$ cat config.mk
export PLATFORM = sky130hd
export DESIGN_NAME = uart_regctl
export DESIGN_NICKNAME = d
export VERILOG_FILES = /design/src/rtl/uart_regctl_pkg.sv /design/src/rtl/uart_cmd_decode.sv /design/src/rtl/uart_tx_hold.sv /design/src/rtl/uart_irq_unit.sv /design/src/rtl/uart_regctl.sv
export SDC_FILE = /design/constraint.sdc
export NUM_CORES = 1
export LEC_CHECK = 0
export ABC_AREA = 1
export BUFFER_PORTS_ARGS = -buffer_cell sky130_fd_sc_hd__clkbuf_2
export CORE_MARGIN = 5
export CORE_UTILIZATION = 45
export DETAILED_ROUTE_END_ITERATION = 12
export PLACE_DENSITY = 0.71
export REMOVE_ABC_BUFFERS = 1
export SKIP_LAST_GASP = 1
export SYNTH_ARGS = -nofsm -noshare
export SYNTH_HDL_FRONTEND = slang
export SYNTH_HIERARCHICAL = 1
export SYNTH_SLANG_ARGS = --single-unit
$ cat constraint.sdc
create_clock -name clk -period 1.8 [get_ports clk]
set_input_delay 0.36 -clock clk [delete_from_list [all_inputs] [get_ports clk]]
set_output_delay 0.36 -clock clk [all_outputs]
set_load 0.01 [all_outputs]
$ cat src/rtl/uart_regctl_pkg.sv
package uart_regctl_pkg;

    localparam int ADDR_W = 6;
    localparam int DATA_W = 8;

    localparam logic [ADDR_W-1:0] OFS_MODE  = 6'h00;
    localparam logic [ADDR_W-1:0] OFS_STAT  = 6'h04;
    localparam logic [ADDR_W-1:0] OFS_CMD   = 6'h08;
    localparam logic [ADDR_W-1:0] OFS_DATA  = 6'h0C;
    localparam logic [ADDR_W-1:0] OFS_INT   = 6'h14;
    localparam logic [ADDR_W-1:0] OFS_BAUD1 = 6'h18;
    localparam logic [ADDR_W-1:0] OFS_BAUD2 = 6'h1C;

    localparam int MODE_RXSEL_BIT = 6;

    typedef enum logic [2:0] {
        MISC_NOP       = 3'd0,
        MISC_PTR_RST   = 3'd1,
        MISC_RX_RST    = 3'd2,
        MISC_TX_RST    = 3'd3,
        MISC_ERR_RST   = 3'd4,
        MISC_BRK_CLR   = 3'd5,
        MISC_BRK_START = 3'd6,
        MISC_BRK_STOP  = 3'd7
    } misc_e;

    typedef enum logic [1:0] {
        EN_KEEP = 2'd0,
        EN_ON   = 2'd1,
        EN_OFF  = 2'd2,
        EN_RSVD = 2'd3
    } en_cmd_e;

    typedef struct packed {
        misc_e   misc;
        en_cmd_e tx;
        en_cmd_e rx;
    } cmd_t;

    typedef struct packed {
        logic ptr_rst;
        logic rx_rst;
        logic tx_rst;
        logic brk_clr;
        logic tx_on;
        logic tx_off;
        logic rx_on;
        logic rx_off;
    } cmd_act_t;

    typedef struct packed {
        logic [3:0] zero;
        logic       tx_empty;
        logic       tx_rdy;
        logic       rx_full;
        logic       rx_rdy;
    } status_t;

    typedef struct packed {
        logic [4:0] zero;
        logic       brk;
        logic       rx;
        logic       tx;
    } int_stat_t;

    function automatic cmd_act_t decode_cmd(input logic strobe, input cmd_t c);
        cmd_act_t a;
        a = '0;
        if (strobe) begin
            a.ptr_rst = (c.misc == MISC_PTR_RST);
            a.rx_rst  = (c.misc == MISC_RX_RST);
            a.tx_rst  = (c.misc == MISC_TX_RST);
            a.brk_clr = (c.misc == MISC_BRK_CLR);
            a.tx_on   = (c.tx == EN_ON);
            a.tx_off  = (c.tx == EN_OFF);
            a.rx_on   = (c.rx == EN_ON);
            a.rx_off  = (c.rx == EN_OFF);
        end
        return a;
    endfunction

    // Later fields override earlier ones: enable/disable beats a misc reset.
    function automatic logic next_enable(input logic cur, input logic reset_f,
                                         input logic on_f, input logic off_f);
        logic n;
        n = reset_f ? 1'b0 : cur;
        if (on_f)
            n = 1'b1;
        else if (off_f)
            n = 1'b0;
        return n;
    endfunction

endpackage

$ cat src/rtl/uart_cmd_decode.sv
module uart_cmd_decode
    import uart_regctl_pkg::*;
(
    input  logic            cmd_wr,
    input  logic [6:0]      cmd_byte,
    output cmd_act_t        act
);
    cmd_t cmd_w;

    always_comb begin
        cmd_w = cmd_t'(cmd_byte);
        act   = decode_cmd(cmd_wr, cmd_w);
    end
endmodule

$ cat src/rtl/uart_tx_hold.sv
module uart_tx_hold
    import uart_regctl_pkg::*;
(
    input  logic              clk,
    input  logic              rst,
    input  cmd_act_t          act,
    input  logic              hold_wr,
    input  logic [DATA_W-1:0] hold_byte,
    input  logic              tx_ready,
    output logic              tx_en,
    output logic              tx_empty,
    output logic              tx_valid,
    output logic [DATA_W-1:0] tx_data
);
    logic              en_q;
    logic              empty_q;
    logic [DATA_W-1:0] byte_q;
    logic              accept;

    assign tx_valid = en_q && !empty_q;
    assign accept   = tx_valid && tx_ready;

    always_ff @(posedge clk) begin
        if (rst) begin
            en_q    <= 1'b0;
            empty_q <= 1'b1;
            byte_q  <= '0;
        end else begin
            en_q <= next_enable(en_q, act.tx_rst, act.tx_on, act.tx_off);
            if (hold_wr) begin
                byte_q  <= hold_byte;
                empty_q <= 1'b0;
            end else if (act.tx_rst || accept) begin
                empty_q <= 1'b1;
            end
        end
    end

    assign tx_en    = en_q;
    assign tx_empty = empty_q;
    assign tx_data  = byte_q;
endmodule

$ cat src/rtl/uart_irq_unit.sv
module uart_irq_unit
    import uart_regctl_pkg::*;
(
    input  logic              clk,
    input  logic              rst,
    input  logic              tx_rdy,
    input  logic              rx_rdy,
    input  logic              rx_full,
    input  logic              rx_sel_full,
    input  logic              brk_event,
    input  logic              brk_clr,
    input  logic              mask_wr,
    input  logic [DATA_W-1:0] mask_byte,
    output int_stat_t         int_stat,
    output logic [DATA_W-1:0] int_mask,
    output logic              irq
);
    logic              brk_q;
    logic [DATA_W-1:0] mask_q;

    always_ff @(posedge clk) begin
        if (rst) begin
            brk_q  <= 1'b0;
            mask_q <= '0;
        end else begin
            if (brk_event)
                brk_q <= 1'b1;
            else if (brk_clr)
                brk_q <= 1'b0;
            if (mask_wr)
                mask_q <= mask_byte;
        end
    end

    always_comb begin
        int_stat      = '0;
        int_stat.tx   = tx_rdy;
        int_stat.rx   = rx_sel_full ? rx_full : rx_rdy;
        int_stat.brk  = brk_q;
    end

    assign int_mask = mask_q;
    assign irq      = |(int_stat & mask_q);
endmodule

$ cat src/rtl/uart_regctl.sv
module uart_regctl
    import uart_regctl_pkg::*;
#(
    parameter logic [7:0] BAUD1_VAL = 8'h00,
    parameter logic [7:0] BAUD2_VAL = 8'h00
) (
    input  logic        clk,
    input  logic        rst,
    input  logic        bus_sel,
    input  logic        bus_we,
    input  logic [5:0]  bus_addr,
    input  logic [7:0]  bus_wdata,
    output logic [7:0]  bus_rdata,
    input  logic [7:0]  rxf_data,
    input  logic        rxf_empty,
    input  logic        rxf_full,
    output logic        rxf_pop,
    output logic        rxf_flush,
    output logic        rx_en,
    input  logic        brk_event,
    output logic [7:0]  tx_data,
    output logic        tx_valid,
    input  logic        tx_ready,
    output logic        irq
);
    localparam int NUM_MODE = 2;

    logic wr_stb, rd_stb;
    logic cmd_wr, hold_wr, mask_wr, mode_wr;
    cmd_act_t act;

    logic [DATA_W-1:0] mode_q [NUM_MODE];
    logic              mode_ptr;
    logic              rx_en_q;
    logic              tx_en_w, tx_empty_w;
    status_t           stat_w;
    int_stat_t         int_stat_w;
    logic [DATA_W-1:0] int_mask_w;
    logic [DATA_W-1:0] rd_val;
    logic [DATA_W-1:0] rdata_q;

    assign wr_stb  = bus_sel && bus_we;
    assign rd_stb  = bus_sel && !bus_we;
    assign cmd_wr  = wr_stb && (bus_addr == OFS_CMD);
    assign hold_wr = wr_stb && (bus_addr == OFS_DATA);
    assign mask_wr = wr_stb && (bus_addr == OFS_INT);
    assign mode_wr = wr_stb && (bus_addr == OFS_MODE);

    uart_cmd_decode u_dec (
        .cmd_wr   (cmd_wr),
        .cmd_byte (bus_wdata[6:0]),
        .act      (act)
    );

    uart_tx_hold u_tx (
        .clk       (clk),
        .rst       (rst),
        .act       (act),
        .hold_wr   (hold_wr),
        .hold_byte (bus_wdata),
        .tx_ready  (tx_ready),
        .tx_en     (tx_en_w),
        .tx_empty  (tx_empty_w),
        .tx_valid  (tx_valid),
        .tx_data   (tx_data)
    );

    uart_irq_unit u_irq (
        .clk         (clk),
        .rst         (rst),
        .tx_rdy      (tx_en_w),
        .rx_rdy      (!rxf_empty),
        .rx_full     (rxf_full),
        .rx_sel_full (mode_q[0][MODE_RXSEL_BIT]),
        .brk_event   (brk_event),
        .brk_clr     (act.brk_clr),
        .mask_wr     (mask_wr),
        .mask_byte   (bus_wdata),
        .int_stat    (int_stat_w),
        .int_mask    (int_mask_w),
        .irq         (irq)
    );

    // Mode bytes behind the self-advancing pointer.
    generate
        for (genvar gi = 0; gi < NUM_MODE; gi++) begin : g_mode
            always_ff @(posedge clk) begin
                if (rst)
                    mode_q[gi] <= '0;
                else if (mode_wr && (int'(mode_ptr) == gi))
                    mode_q[gi] <= bus_wdata;
            end
        end
    endgenerate

    always_ff @(posedge clk) begin
        if (rst) begin
            mode_ptr <= 1'b0;
            rx_en_q  <= 1'b0;
        end else begin
            if (mode_wr)
                mode_ptr <= 1'b1;
            else if (act.ptr_rst)
                mode_ptr <= 1'b0;
            rx_en_q <= next_enable(rx_en_q, act.rx_rst, act.rx_on, act.rx_off);
        end
    end

    always_comb begin
        stat_w          = '0;
        stat_w.rx_rdy   = !rxf_empty;
        stat_w.rx_full  = rxf_full;
        stat_w.tx_rdy   = tx_en_w;
        stat_w.tx_empty = tx_empty_w;
    end

    always_comb begin
        case (bus_addr)
            OFS_MODE:  rd_val = mode_q[mode_ptr];
            OFS_STAT:  rd_val = stat_w;
            OFS_DATA:  rd_val = rxf_empty ? '0 : rxf_data;
            OFS_INT:   rd_val = int_stat_w;
            OFS_BAUD1: rd_val = BAUD1_VAL;
            OFS_BAUD2: rd_val = BAUD2_VAL;
            default:   rd_val = '0;
        endcase
    end

    always_ff @(posedge clk) begin
        if (rst)
            rdata_q <= '0;
        else if (rd_stb)
            rdata_q <= rd_val;
    end

    assign bus_rdata = rdata_q;
    assign rxf_pop   = rd_stb && (bus_addr == OFS_DATA) && !rxf_empty;
    assign rxf_flush = act.rx_rst;
    assign rx_en     = rx_en_q;

    logic unused_mask;
    assign unused_mask = ^int_mask_w;
endmodule

# Word-level counts from Yosys, hierarchy flattened
# Memory sizes are Yosys's and may differ from the RTL's. A register that Yosys moved wholly into a read port is not among the register bits.
# Index checks and enable logic that the tools add are counted.
# word_totals
elab_cells	76
ram_bits	16
n_memories	1
rom_bits	0
regBits	29
latchBits	0
output_inout_bits	21
# mem_list
memory	words	word_bits	rd	rd_clocked_by_memory_dff	wr	line	rtl
mode_q	2	8	2	1	2	uart_regctl.sv:32	logic [DATA_W-1:0] mode_q [NUM_MODE];
# op_classes
mux	28
reduce_logical	23
n_mul	0
n_div	0
n_lt_le_gt_ge	0
n_bitwise	4
shifts	0
n_addsub	0
n_eq_ne	12
# ops
op	count
2-to-1 mux 8 bit	4
one-hot mux 8 bit (4 select lines)	1
2-to-1 mux 1 bit	23
== test 6 x 4 -> 1 bit (second input constant)	2
logical AND 1 bit	12
bitwise AND 3 x 8 -> 8 bit	1
OR reduction 8 bit	1
== test 3 x 2 -> 1 bit (second input constant)	2
== test 6 x 3 -> 1 bit (second input constant)	1
== test 6 x 5 -> 1 bit (second input constant)	1
zero test 6 bit	1
nonzero test 2 bit	3
nonzero test 3 bit	2
== test 2 x 1 -> 1 bit (second input constant)	2
== test 2 bit (second input constant)	2
== test 3 x 1 -> 1 bit (second input constant)	1
== test 3 bit (second input constant)	1
zero test 1 bit	3
OR 1 bit	2
logical OR 1 bit	1
NOT 1 bit	1

# Logic depth before layout (Yosys ltp)
# Gate-level depths: netlist of the first run.
# depth
depth_word	7
depth_mapped	10
ltp_nobuf	10

# By module
# The synthesis of the first run kept the hierarchy.
# by_module_without_submodules
mod	area_per_inst_um2	instances	cells_each
uart_regctl	1546.5	1	213
uart_irq_unit	452.9	1	59
uart_tx_hold	355.3	1	48
uart_cmd_decode	77.6	1	20

# Worst setup path after synthesis of the first run
# Ideal clock, no wire load.
# synth_path
kind	input to register
start	input bus_addr[1]
end	memory mode_q[1][0] (enable)
t_arrival_ps	1540
path_slack_ps	-124
stages	5
t_required_ps	1416
cell_sequence	nor2_4 > nand3_4 > nor2_4 > inv_1 > o21ai_0
# synth_lines
element	line	rtl
start: declaration	uart_regctl.sv:11	input logic [5:0] bus_addr,
end: declaration	uart_regctl.sv:32	

# Worst setup path in the final report of the first run
# layout_path
start	input bus_addr[3]
end	output rxf_flush
# layout_between
elab_chain_cells	3
# layout_lines
element	line	rtl
== test 6 x 4 -> 1 bit	uart_regctl.sv:44	assign cmd_wr = wr_stb && (bus_addr == OFS_CMD);
logical AND 1 bit	uart_regctl.sv:44	
via cmd_wr	uart_regctl.sv:29	logic cmd_wr, hold_wr, mask_wr, mode_wr;
2-to-1 mux 8 bit	uart_regctl_pkg.sv:69	if (strobe) begin
end: declaration	uart_regctl.sv:18	output logic rxf_flush,
# The timed path passes the listed nets, and every way through them passes these cells.

==> results of run 1 <==
-- layer usage --
layer	up-vias	track usage	routed length [um]
met5	-	0	0
met4	0	0.0507	59
met3	6	0.0370	307
met2	59	0.262	2160
met1	851	0.202	2280
li1	1076	-	-
-- worst max-delay path, delay by kind of cell --
kind | cells | cell delay, ps
and+or+nand+nor | 3 | 440
buffers and inverters | 4 | 510
-- registers in the layout, indices dropped and copies added (netlist names), 3 cells and up, named ones only --
name	cells
u_tx/tx_data	8
mode_q	16
bus_rdata	8
u_irq/int_mask	3
-- per-stage QoR --
| step | hold WS, ps | setup WS (ps) |
|---|---|---|
| after floorplan | 422 | -124 |
| after CTS | 264 | 92.5 |
| after global routing | 280 | 20.5 |
| after detailed placement | 456 | 109 |
| after global placement | 453 | 93.5 |
| final | 269 | 126 |
-- path summary, 6_finish.rpt --
| kind | end | depth (start not counted) | slack [ps] |
|---|---|---|---|
| worst max-delay path | rxf_flush | 7 | 130 |
| worst min-delay path | u_irq/brk_q | 3 | 270 |
| worst min register to register | bus_rdata[2] | 2 | 470 |
| worst max register to register | bus_rdata[2] | 8 | 510 |
-- layout make-up --
type                       instances  area share
clock buffer                       7      0.0316
clock inverter                     1      0.0110
inverter                          59      0.0828
multi-input combinational        212       0.353
sequential                        41       0.358
tap                               67      0.0306
timing repair buffer              65       0.133
-- timing repair --
item	CTS	global route
endpoints found under the setup margin	0	1
gates resized for setup	0	1
setup buffers	0	2
-- where the power goes --
part | switching, mW | internal [mW]
sequential | 0.00636 | 0.977
clock | 0.314 | 0.452
combinational | 0.0973 | 0.0560
==> results.cfg, run 1 <==
[status]
status = finished, final reports clean

[power_and_ir_drop]
design_power_mw = 1.90
powerDensity_nw_per_um2 = 695
vdd.ir_drop.worst_mv = 0.450
leakagePower_nw = 1.35

[worst_setup_path]
critical_path_s_slowest_cell = sky130_fd_sc_hd__nor4_2
critical_path_end_type = output pin
critical_path.cell_chain = clkbuf_2, inv_1, nor4_2, buf_4, nand2_2, nor2_1, clkbuf_2
critPathMostFrequentCell = sky130_fd_sc_hd__clkbuf_2
start_kind = input port
critPathLaunch = bus_addr[3]
worst_ep_required_time_ps = 1440
critical_path.max_stage_delay_ps = 270
timing.setup.critical_path_class = input port to output pin
timing.critical_path.arrival_ps = 1310
cp_max_fo = 4

[floorplan]
floorplan.die.height_um = 80.7
core_area_sq_um = 4790
placementRows = 25
full_die_area_sq_um = 6520
floorplan.io_pins = 51
die_w_um = 80.7
initial_utilization = 0.470

[flow_run]
drv.max_cap_violation_count = 0

[sta]
finalCriticalPeriod_ps = 1670
setup-tns-final_ps = 0
setup_violations = 0
fin_skew_ps = 3.51
drv_slew = 0
worstMarginPinSlew_ps = 501
relative_slew_slack = 0.665
hold_viol = 0
fmax_mhz = 597
grt_setup_unrepaired = false
final_min_period_over_clock_period = 0.930

[placement]
hpwlAfterDp_mm = 3.73
placement.io_buffers = 50
finalWeightedCongestion = 0.783
placed_cells_incl_taps = 442
postPlaceCellArea_sq_um = 2600

[cells_and_area]
layout-area-overhead-vs-synth_pct = 21.6
fillerInstances = 478
post_route_cells_drive_above_1_share = 0.244
antenna-diode-count = 0
nets = 414
layout.cells.most_common_list = 84 x sky130_fd_sc_hd__nor2_1, 71 x sky130_fd_sc_hd__nand2_1, 54 x sky130_fd_sc_hd__inv_1
fin_area_sq_um = 2740
ff_latch_area_sq_um = 981
utilization = 0.572
post_layout_nonfiller_instances = 452
layout.cells.most_common = sky130_fd_sc_hd__nor2_1
multiInputGateArea_sq_um = 966

[detailed_routing]
detail_route.first_pass.iterations = 4
route.detailed.wl_per_inst_um = 10.6
vias = 1992
via_per_inst = 4.41
ant_nets = 0
drc_violation_count_after_routing = 0
initialDrtViolationCount = 78
totalWireLength_mm = 4.80

[cts]
cts.hold.buffers_added = 0
clock_sink_count = 41
clock_tree.buffer_depth = 2
tritoncts = yes
tritoncts.num_buffers = 5
htreeDepth = 2
insertion_delay_ps = 290
clock_tree_root = sky130_fd_sc_hd__clkbuf_8
clk_transition_reported_paths_ps = 80

[synth]
synth.cell_area_sq_um = 2250
syn_area_per_cell_sq_um = 7.03
ys.warnings.count = 6
synthesized_instance_count = 320

[grt]
pin_count_of_the_biggest_net_entering_global_routing = 17
gr-usage-all-layers = 0.158
grt_antenna_before_repair = 0
grt_ovf = 0
first_global_vias = 1839
wire_length_of_the_first_global_routing_pass_mm = 8.02

[hold_path]
timing.hold.worst.start = brk_event
hold_path.class = input port to register
No activity file was read; power rests on OpenSTA's default activity.
==> inputs of run 2 (changes only) <==
--- a/config.mk
+++ b/config.mk
@@ -10,7 +10,8 @@
 export CORE_MARGIN = 5
 export CORE_UTILIZATION = 45
 export DETAILED_ROUTE_END_ITERATION = 12
-export PLACE_DENSITY = 0.71
+export MAX_ROUTING_LAYER = met4
+export PLACE_DENSITY = 0.69
 export REMOVE_ABC_BUFFERS = 1
 export SKIP_LAST_GASP = 1
 export SYNTH_ARGS = -nofsm -noshare
==> constraint.sdc (replaced) <==
create_clock -name clk -period 1.9 [get_ports clk]
set_input_delay 0.38 -clock clk [delete_from_list [all_inputs] [get_ports clk]]
set_output_delay 0.38 -clock clk [all_outputs]
set_load 0.01 [all_outputs]
==> run 2 against run 1 <==
Sequential power decreased by 5.3%. Global-route usage up 0.055 points. Clock skew up 6.2 ps. Via count shrank 4.4%. Clock-buffer cell count fell by 1. Wire length shrank 5.8%. Cell count is 1.1% lower. Highest routed layer unchanged.
==> results.cfg, run 2 (synthesized netlist as in run 1, its figures left out) <==
[sta]
setup_violations = 0
fmax_mhz = 559
final_critical_path_setup_slack_ps = 112
grt_setup_unrepaired = false
final_min_period_over_clock_period = 0.941
finalCriticalPeriod_ps = 1790
drv_slew = 0
fin_skew_ps = 9.68
hold_viol = 0
hold-worst-slack_ps = 288

[cts]
ctsResizeCount = 0
cts.hold.buffers_added = 0
clk_transition_reported_paths_ps = 80
htreeDepth = 2
clock_sink_count = 41
tritoncts.num_buffers = 5
tritoncts = yes
insertion_delay_ps = 290
postCtsSetupBuffers = 0
clock_tree_root = sky130_fd_sc_hd__clkbuf_8
clock_tree.buffer_depth = 2

[cells_and_area]
largest_register_ffs = 16
utilization = 0.557
nets = 409
layout-area-overhead-vs-synth_pct = 18.3
antenna-diode-count = 0
layout.cells.most_common_list = 84 x sky130_fd_sc_hd__nor2_1, 71 x sky130_fd_sc_hd__nand2_1, 54 x sky130_fd_sc_hd__inv_1
max_flop_register = mode_q
fin_area_sq_um = 2660
layout.cells.most_common = sky130_fd_sc_hd__nor2_1
post_route_cells_drive_above_1_share = 0.232

[worst_setup_path]
worst_ep_required_time_ps = 1520
path_delay_family = simple AND/OR/NAND/NOR gates
critical_path_end_type = output pin
cp_max_fo = 6
timing.critical_path.arrival_ps = 1410
setup.reg_to_reg.worst_slack_ps = 630
critical_path.max_stage_delay_ps = 200
timing.setup.critical_path_class = input port to output pin
destination_of_the_worst_register_to_register_timing_path = bus_rdata[2]
worst-path-buf-inv = 3
critical_path.cell_chain = clkbuf_2, nor2_4, nand2_1, nor4_1, buf_4, nand2_2, nor2_1, clkbuf_2
critPathMostFrequentCell = sky130_fd_sc_hd__clkbuf_2
timing.reg2reg.worst_path_depth = 7
start_kind = input port
critical_path_s_slowest_cell = sky130_fd_sc_hd__nor4_1

[grt]
grt_ovf = 0
grt_antenna_before_repair = 0
first_global_vias = 1802
gr-usage-all-layers = 0.158
wire_length_of_the_first_global_routing_pass_mm = 7.84
pin_count_of_the_biggest_net_entering_global_routing = 17

[power_and_ir_drop]
powerDensity_nw_per_um2 = 617
vdd.ir_drop.worst_mv = 0.425
design_power_mw = 1.64
leakagePower_nw = 1.31

[hold_path]
min_delay_path_depth = 3
hold_end = u_irq/brk_q
hold_path.class = input port to register
timing.hold.worst.start = brk_event

[placement]
placement.io_buffers = 50
hpwlAfterDp_mm = 3.61
postPlaceCellArea_sq_um = 2580
setup_slack_after_placement_ps = 97.8
finalWeightedCongestion = 0.794

[detailed_routing]
totalWireLength_mm = 4.53
via_per_inst = 4.26
initialDrtViolationCount = 91
vias = 1905
ant_nets = 0
drc_violation_count_after_routing = 0
route.detailed.wl_per_inst_um = 10.1
detail_route.first_pass.iterations = 4

[floorplan]
core_area_sq_um = 4790
die_w_um = 80.7
initial_utilization = 0.470
floorplan.die.height_um = 80.7
placementRows = 25
full_die_area_sq_um = 6520
floorplan.io_pins = 51

[status]
status = finished, final reports clean

[flow_run]
drv.max_cap_violation_count = 0
run 2: cell count changes in the layout (fill, tap and decap cells not counted):
cell,before,now
sky130_fd_sc_hd__buf_4,15,10
sky130_fd_sc_hd__clkinvlp_4,0,2
sky130_fd_sc_hd__bufinv_16,1,0
sky130_fd_sc_hd__clkbuf_8,6,5
sky130_fd_sc_hd__nor4_1,0,1
sky130_fd_sc_hd__nor4_2,1,0
run 2: per-layer routing:
layer	global-route usage	part of all wire	vias up
li1	-	-	1071
met1	0.197	0.47	773
met2	0.256	0.44	57
met3	0.0325	0.078	4
met4	0.0557	0.011	0
met5	-	0	-
run 2: worst max-delay path by stage:
| stage | from | end | cells past startpoint | slack, ps |
|---|---|---|---|---|
| 6_report | bus_addr[5] | rxf_flush | 8 | 110 |
| 5_1_grt | bus_addr[5] | rxf_flush | 8 | 10 |
| 4_1_cts | bus_addr[5] | rxf_flush | 8 | 80 |
| 3_5_place_dp | bus_addr[5] | rxf_flush | 8 | 100 |
| 3_3_place_gp | bus_addr[5] | rxf_flush | 8 | 150 |
| 2_1_floorplan | bus_addr[1] | mode_q[1][0] | 5 | -40 |
run 2: worst register-to-register path, stage by stage, from the launching register on:
cell and delay (ps):
sky130_fd_sc_hd__dfxtp_1 620, sky130_fd_sc_hd__nor2_1 100, sky130_fd_sc_hd__nor2_1 110, sky130_fd_sc_hd__nor2_1 60, sky130_fd_sc_hd__nor2_1 100, sky130_fd_sc_hd__nand2_1 60, sky130_fd_sc_hd__nand2_1 50, sky130_fd_sc_hd__a21oi_1 50
run 2: cell type report:
cell class | count | area, sq um
multi-input cells | 212 | 960
clock buffers | 6 | 72.6
well taps | 67 | 83.8
fillers | 465 | 2120
inverters | 59 | 226
flip-flops and latches | 41 | 981
clock inverters | 2 | 15.0
repair buffers | 60 | 325
run 2: per-stage QoR:
| step | TNS (ps) | instances |
|---|---|---|
| global placement | 0 | 439 |
| finish | 0 | 447 |
| CTS | 0 | 447 |
| floorplan | -703 | 312 |
| detailed placement | 0 | 439 |
| global route | 0 | 447 |
run 2: power breakdown:
group / internal, mW / total [mW] / switching, mW
Combinational: 0.0527 / 0.141 / 0.0887
Clock: 0.259 / 0.572 / 0.313
Sequential: 0.925 / 0.931 / 0.00576
==> inputs of run 3 (changes only) <==
--- a/config.mk
+++ b/config.mk
@@ -10,8 +10,10 @@
 export CORE_MARGIN = 5
 export CORE_UTILIZATION = 45
 export DETAILED_ROUTE_END_ITERATION = 12
+export GPL_TIMING_DRIVEN = 0
 export MAX_ROUTING_LAYER = met4
 export PLACE_DENSITY = 0.69
+export RECOVER_POWER = 50
 export REMOVE_ABC_BUFFERS = 1
 export SKIP_LAST_GASP = 1
 export SYNTH_ARGS = -nofsm -noshare
==> run 3 against run 2 <==
Critical path type unchanged. Critical endpoint unchanged. Worst hold slack better by 6.9 ps. Via count is 2.0% higher. Cell count decreased by 0.67%. Global-route usage increased by 0.57 points. The run now ends with negative setup slack left. Worst setup slack got worse by 160 ps. Maximum frequency down 8.1%. Total power shrank 0.54%. Core utilization fell by 0.44 points. Final area decreased by 0.80%. Highest routed layer unchanged. Largest cell class is now multi-input combinational cells.
==> results.cfg, run 3 (synthesized netlist as in run 1, its figures left out) <==
[worst_setup_path]
destination_of_the_worst_register_to_register_timing_path = mode_q[1][4]
critical_path_end_type = output pin
critPathMostFrequentCell = sky130_fd_sc_hd__clkbuf_2
critical_path.max_stage_delay_ps = 420
start_kind = input port
critical_path.cell_chain = clkbuf_2, nor2_4, nand2_1, nor4_4, nand2_2, nor2_2, clkbuf_2
timing.reg2reg.worst_path_depth = 2
worst_ep_required_time_ps = 1520
worst-path-stages = 7
critPathLaunch = bus_addr[0]
worst-path-buf-inv = 2
timing.critical_path.arrival_ps = 1570
path_delay_family = simple AND/OR/NAND/NOR gates
critical_path_s_slowest_cell = sky130_fd_sc_hd__nor4_4
cp_max_fo = 4
crit-reg2reg-launch = mode_ptr
timing.setup.critical_path_class = input port to output pin
worst_setup_path_endpoint = rxf_flush
setup.reg_to_reg.worst_slack_ps = 410

[cts]
clock_tree.buffer_depth = 2
tritoncts = yes
tritoncts.num_buffers = 5
clock_sink_count = 41
clock_tree_root = sky130_fd_sc_hd__clkbuf_8
clk_transition_reported_paths_ps = 80
htreeDepth = 2
insertion_delay_ps = 290

[sta]
drv_slew = 0
hold_viol = 0
final_min_period_over_clock_period = 1.02
worstMarginPinSlew_ps = 759
finalCriticalPeriod_ps = 1950
fmax_mhz = 514
setup_violations = 1
fin_skew_ps = 1.56
grt_setup_unrepaired = true
final_critical_path_setup_slack_ps = -45.9
relative_slew_slack = 0.490

[grt]
first_global_vias = 1841
gr-usage-all-layers = 0.164
pin_count_of_the_biggest_net_entering_global_routing = 17
grt_antenna_before_repair = 0
wire_length_of_the_first_global_routing_pass_mm = 8.03
grt_ovf = 0

[cells_and_area]
post_route_cells_drive_above_1_share = 0.186
layout.cells.most_common_list = 83 x sky130_fd_sc_hd__nor2_1, 71 x sky130_fd_sc_hd__nand2_1, 54 x sky130_fd_sc_hd__inv_1
largest_register_ffs = 16
nets = 406
antenna-diode-count = 0
layout-area-overhead-vs-synth_pct = 17.4
fin_area_sq_um = 2640
layout.cells.most_common = sky130_fd_sc_hd__nor2_1
max_flop_register = mode_q

[detailed_routing]
totalWireLength_mm = 4.72
initialDrtViolationCount = 103
route.detailed.wl_per_inst_um = 10.6
via_per_inst = 4.38
ant_nets = 0
drc_violation_count_after_routing = 0
detail_route.first_pass.iterations = 5
vias = 1944

[floorplan]
initial_utilization = 0.470
placementRows = 25
floorplan.io_pins = 51
core_area_sq_um = 4790
die_w_um = 80.7
floorplan.die.height_um = 80.7
full_die_area_sq_um = 6520

[power_and_ir_drop]
leakagePower_nw = 1.24
power_report.internal_total_mw = 1.23
clock_power_share = 0.344
switching_pwr_mw = 0.402
combinational_share_of_power = 0.086
powerDensity_nw_per_um2 = 619
vdd.ir_drop.worst_mv = 0.368
sequentialPowerShare = 0.569
design_power_mw = 1.64
swShare = 0.246

[flow_run]
drv.max_cap_violation_count = 0

[status]
failing_checks = negative setup slack
status = finished, violations left

[placement]
hpwlAfterDp_mm = 3.57
setup_slack_after_placement_ps = -576
postPlaceCellArea_sq_um = 2500
finalWeightedCongestion = 0.773
placement.io_buffers = 50

[hold_path]
hold_path.class = input port to register
run 3: cell count changes in the layout (fill, tap and decap cells not counted), sizes merged:
cell  delta
buf      -3
run 3: worst min-delay path, delay by kind of cell:
kind                   cells  cell delay, ps
buffers and inverters      1              80
and+or+nand+nor            1              70
AOI/OAI and AO/OA          1              30
run 3: timing repair:
| action | 4_1_cts | 5_1_grt |
|---|---|---|
| buffers inserted | 0 | 7 |
| hold endpoints to repair | 0 | 0 |
| gates resized for setup | 3 | 3 |
| hold buffers | 0 | 0 |
| pin swaps | 0 | 3 |
| setup endpoints to repair | 19 | 18 |
run 3: area by class of cell:
type	count	area [sq um]
inverter	59	226
tap	67	83.8
timing repair buffer	57	282
clock buffer	6	72.6
clock inverter	2	15.0
sequential	41	981
multi-input combinational	212	982
fill	502	2140
run 3: power by group through the flow:
| stage | sequential [mW] | combinational, mW | clock, mW |
|---|---|---|---|
| global placement | 0.951 | 0.130 | 0 |
| detailed placement | 0.952 | 0.131 | 0 |
| finish | 0.931 | 0.141 | 0.563 |
| CTS | 0.931 | 0.132 | 0.583 |
| global route | 0.933 | 0.162 | 0.630 |
| floorplan | 0.951 | 0.0643 | 0 |
run 3: stage by stage:
step / instances / util / hold slack (ps) / setup TNS, ps
floorplan: 312 / - / 442 / -703
global placement: 429 / 0.523 / 452 / -10110
detailed placement: 429 / 0.523 / 456 / -11130
CTS: 437 / 0.542 / 290 / -204
global route: 444 / 0.552 / 329 / -1710
finish: 444 / 0.552 / 295 / -45.9
run 3: worst min-delay path by stage:
| stage | from | endpoint | slack, ps | cells after the start |
|---|---|---|---|---|
| 2_1_floorplan | u_irq/int_mask[1] | u_irq/int_mask[1] | 440 | 2 |
| 5_1_grt | brk_event | u_irq/brk_q | 330 | 3 |
| 6_report | brk_event | u_irq/brk_q | 300 | 3 |
| 3_3_place_gp | bus_rdata[1] | bus_rdata[1] | 450 | 2 |
| 3_5_place_dp | bus_rdata[2] | bus_rdata[2] | 460 | 2 |
| 4_1_cts | brk_event | u_irq/brk_q | 290 | 3 |
run 3: routing by layer:
layer,global-route usage,vias up,share of wire
met5,-,-,0
met4,0.0524,0,0.011
met3,0.0415,6,0.073
met2,0.258,60,0.45
met1,0.207,819,0.47
li1,-,1059,-
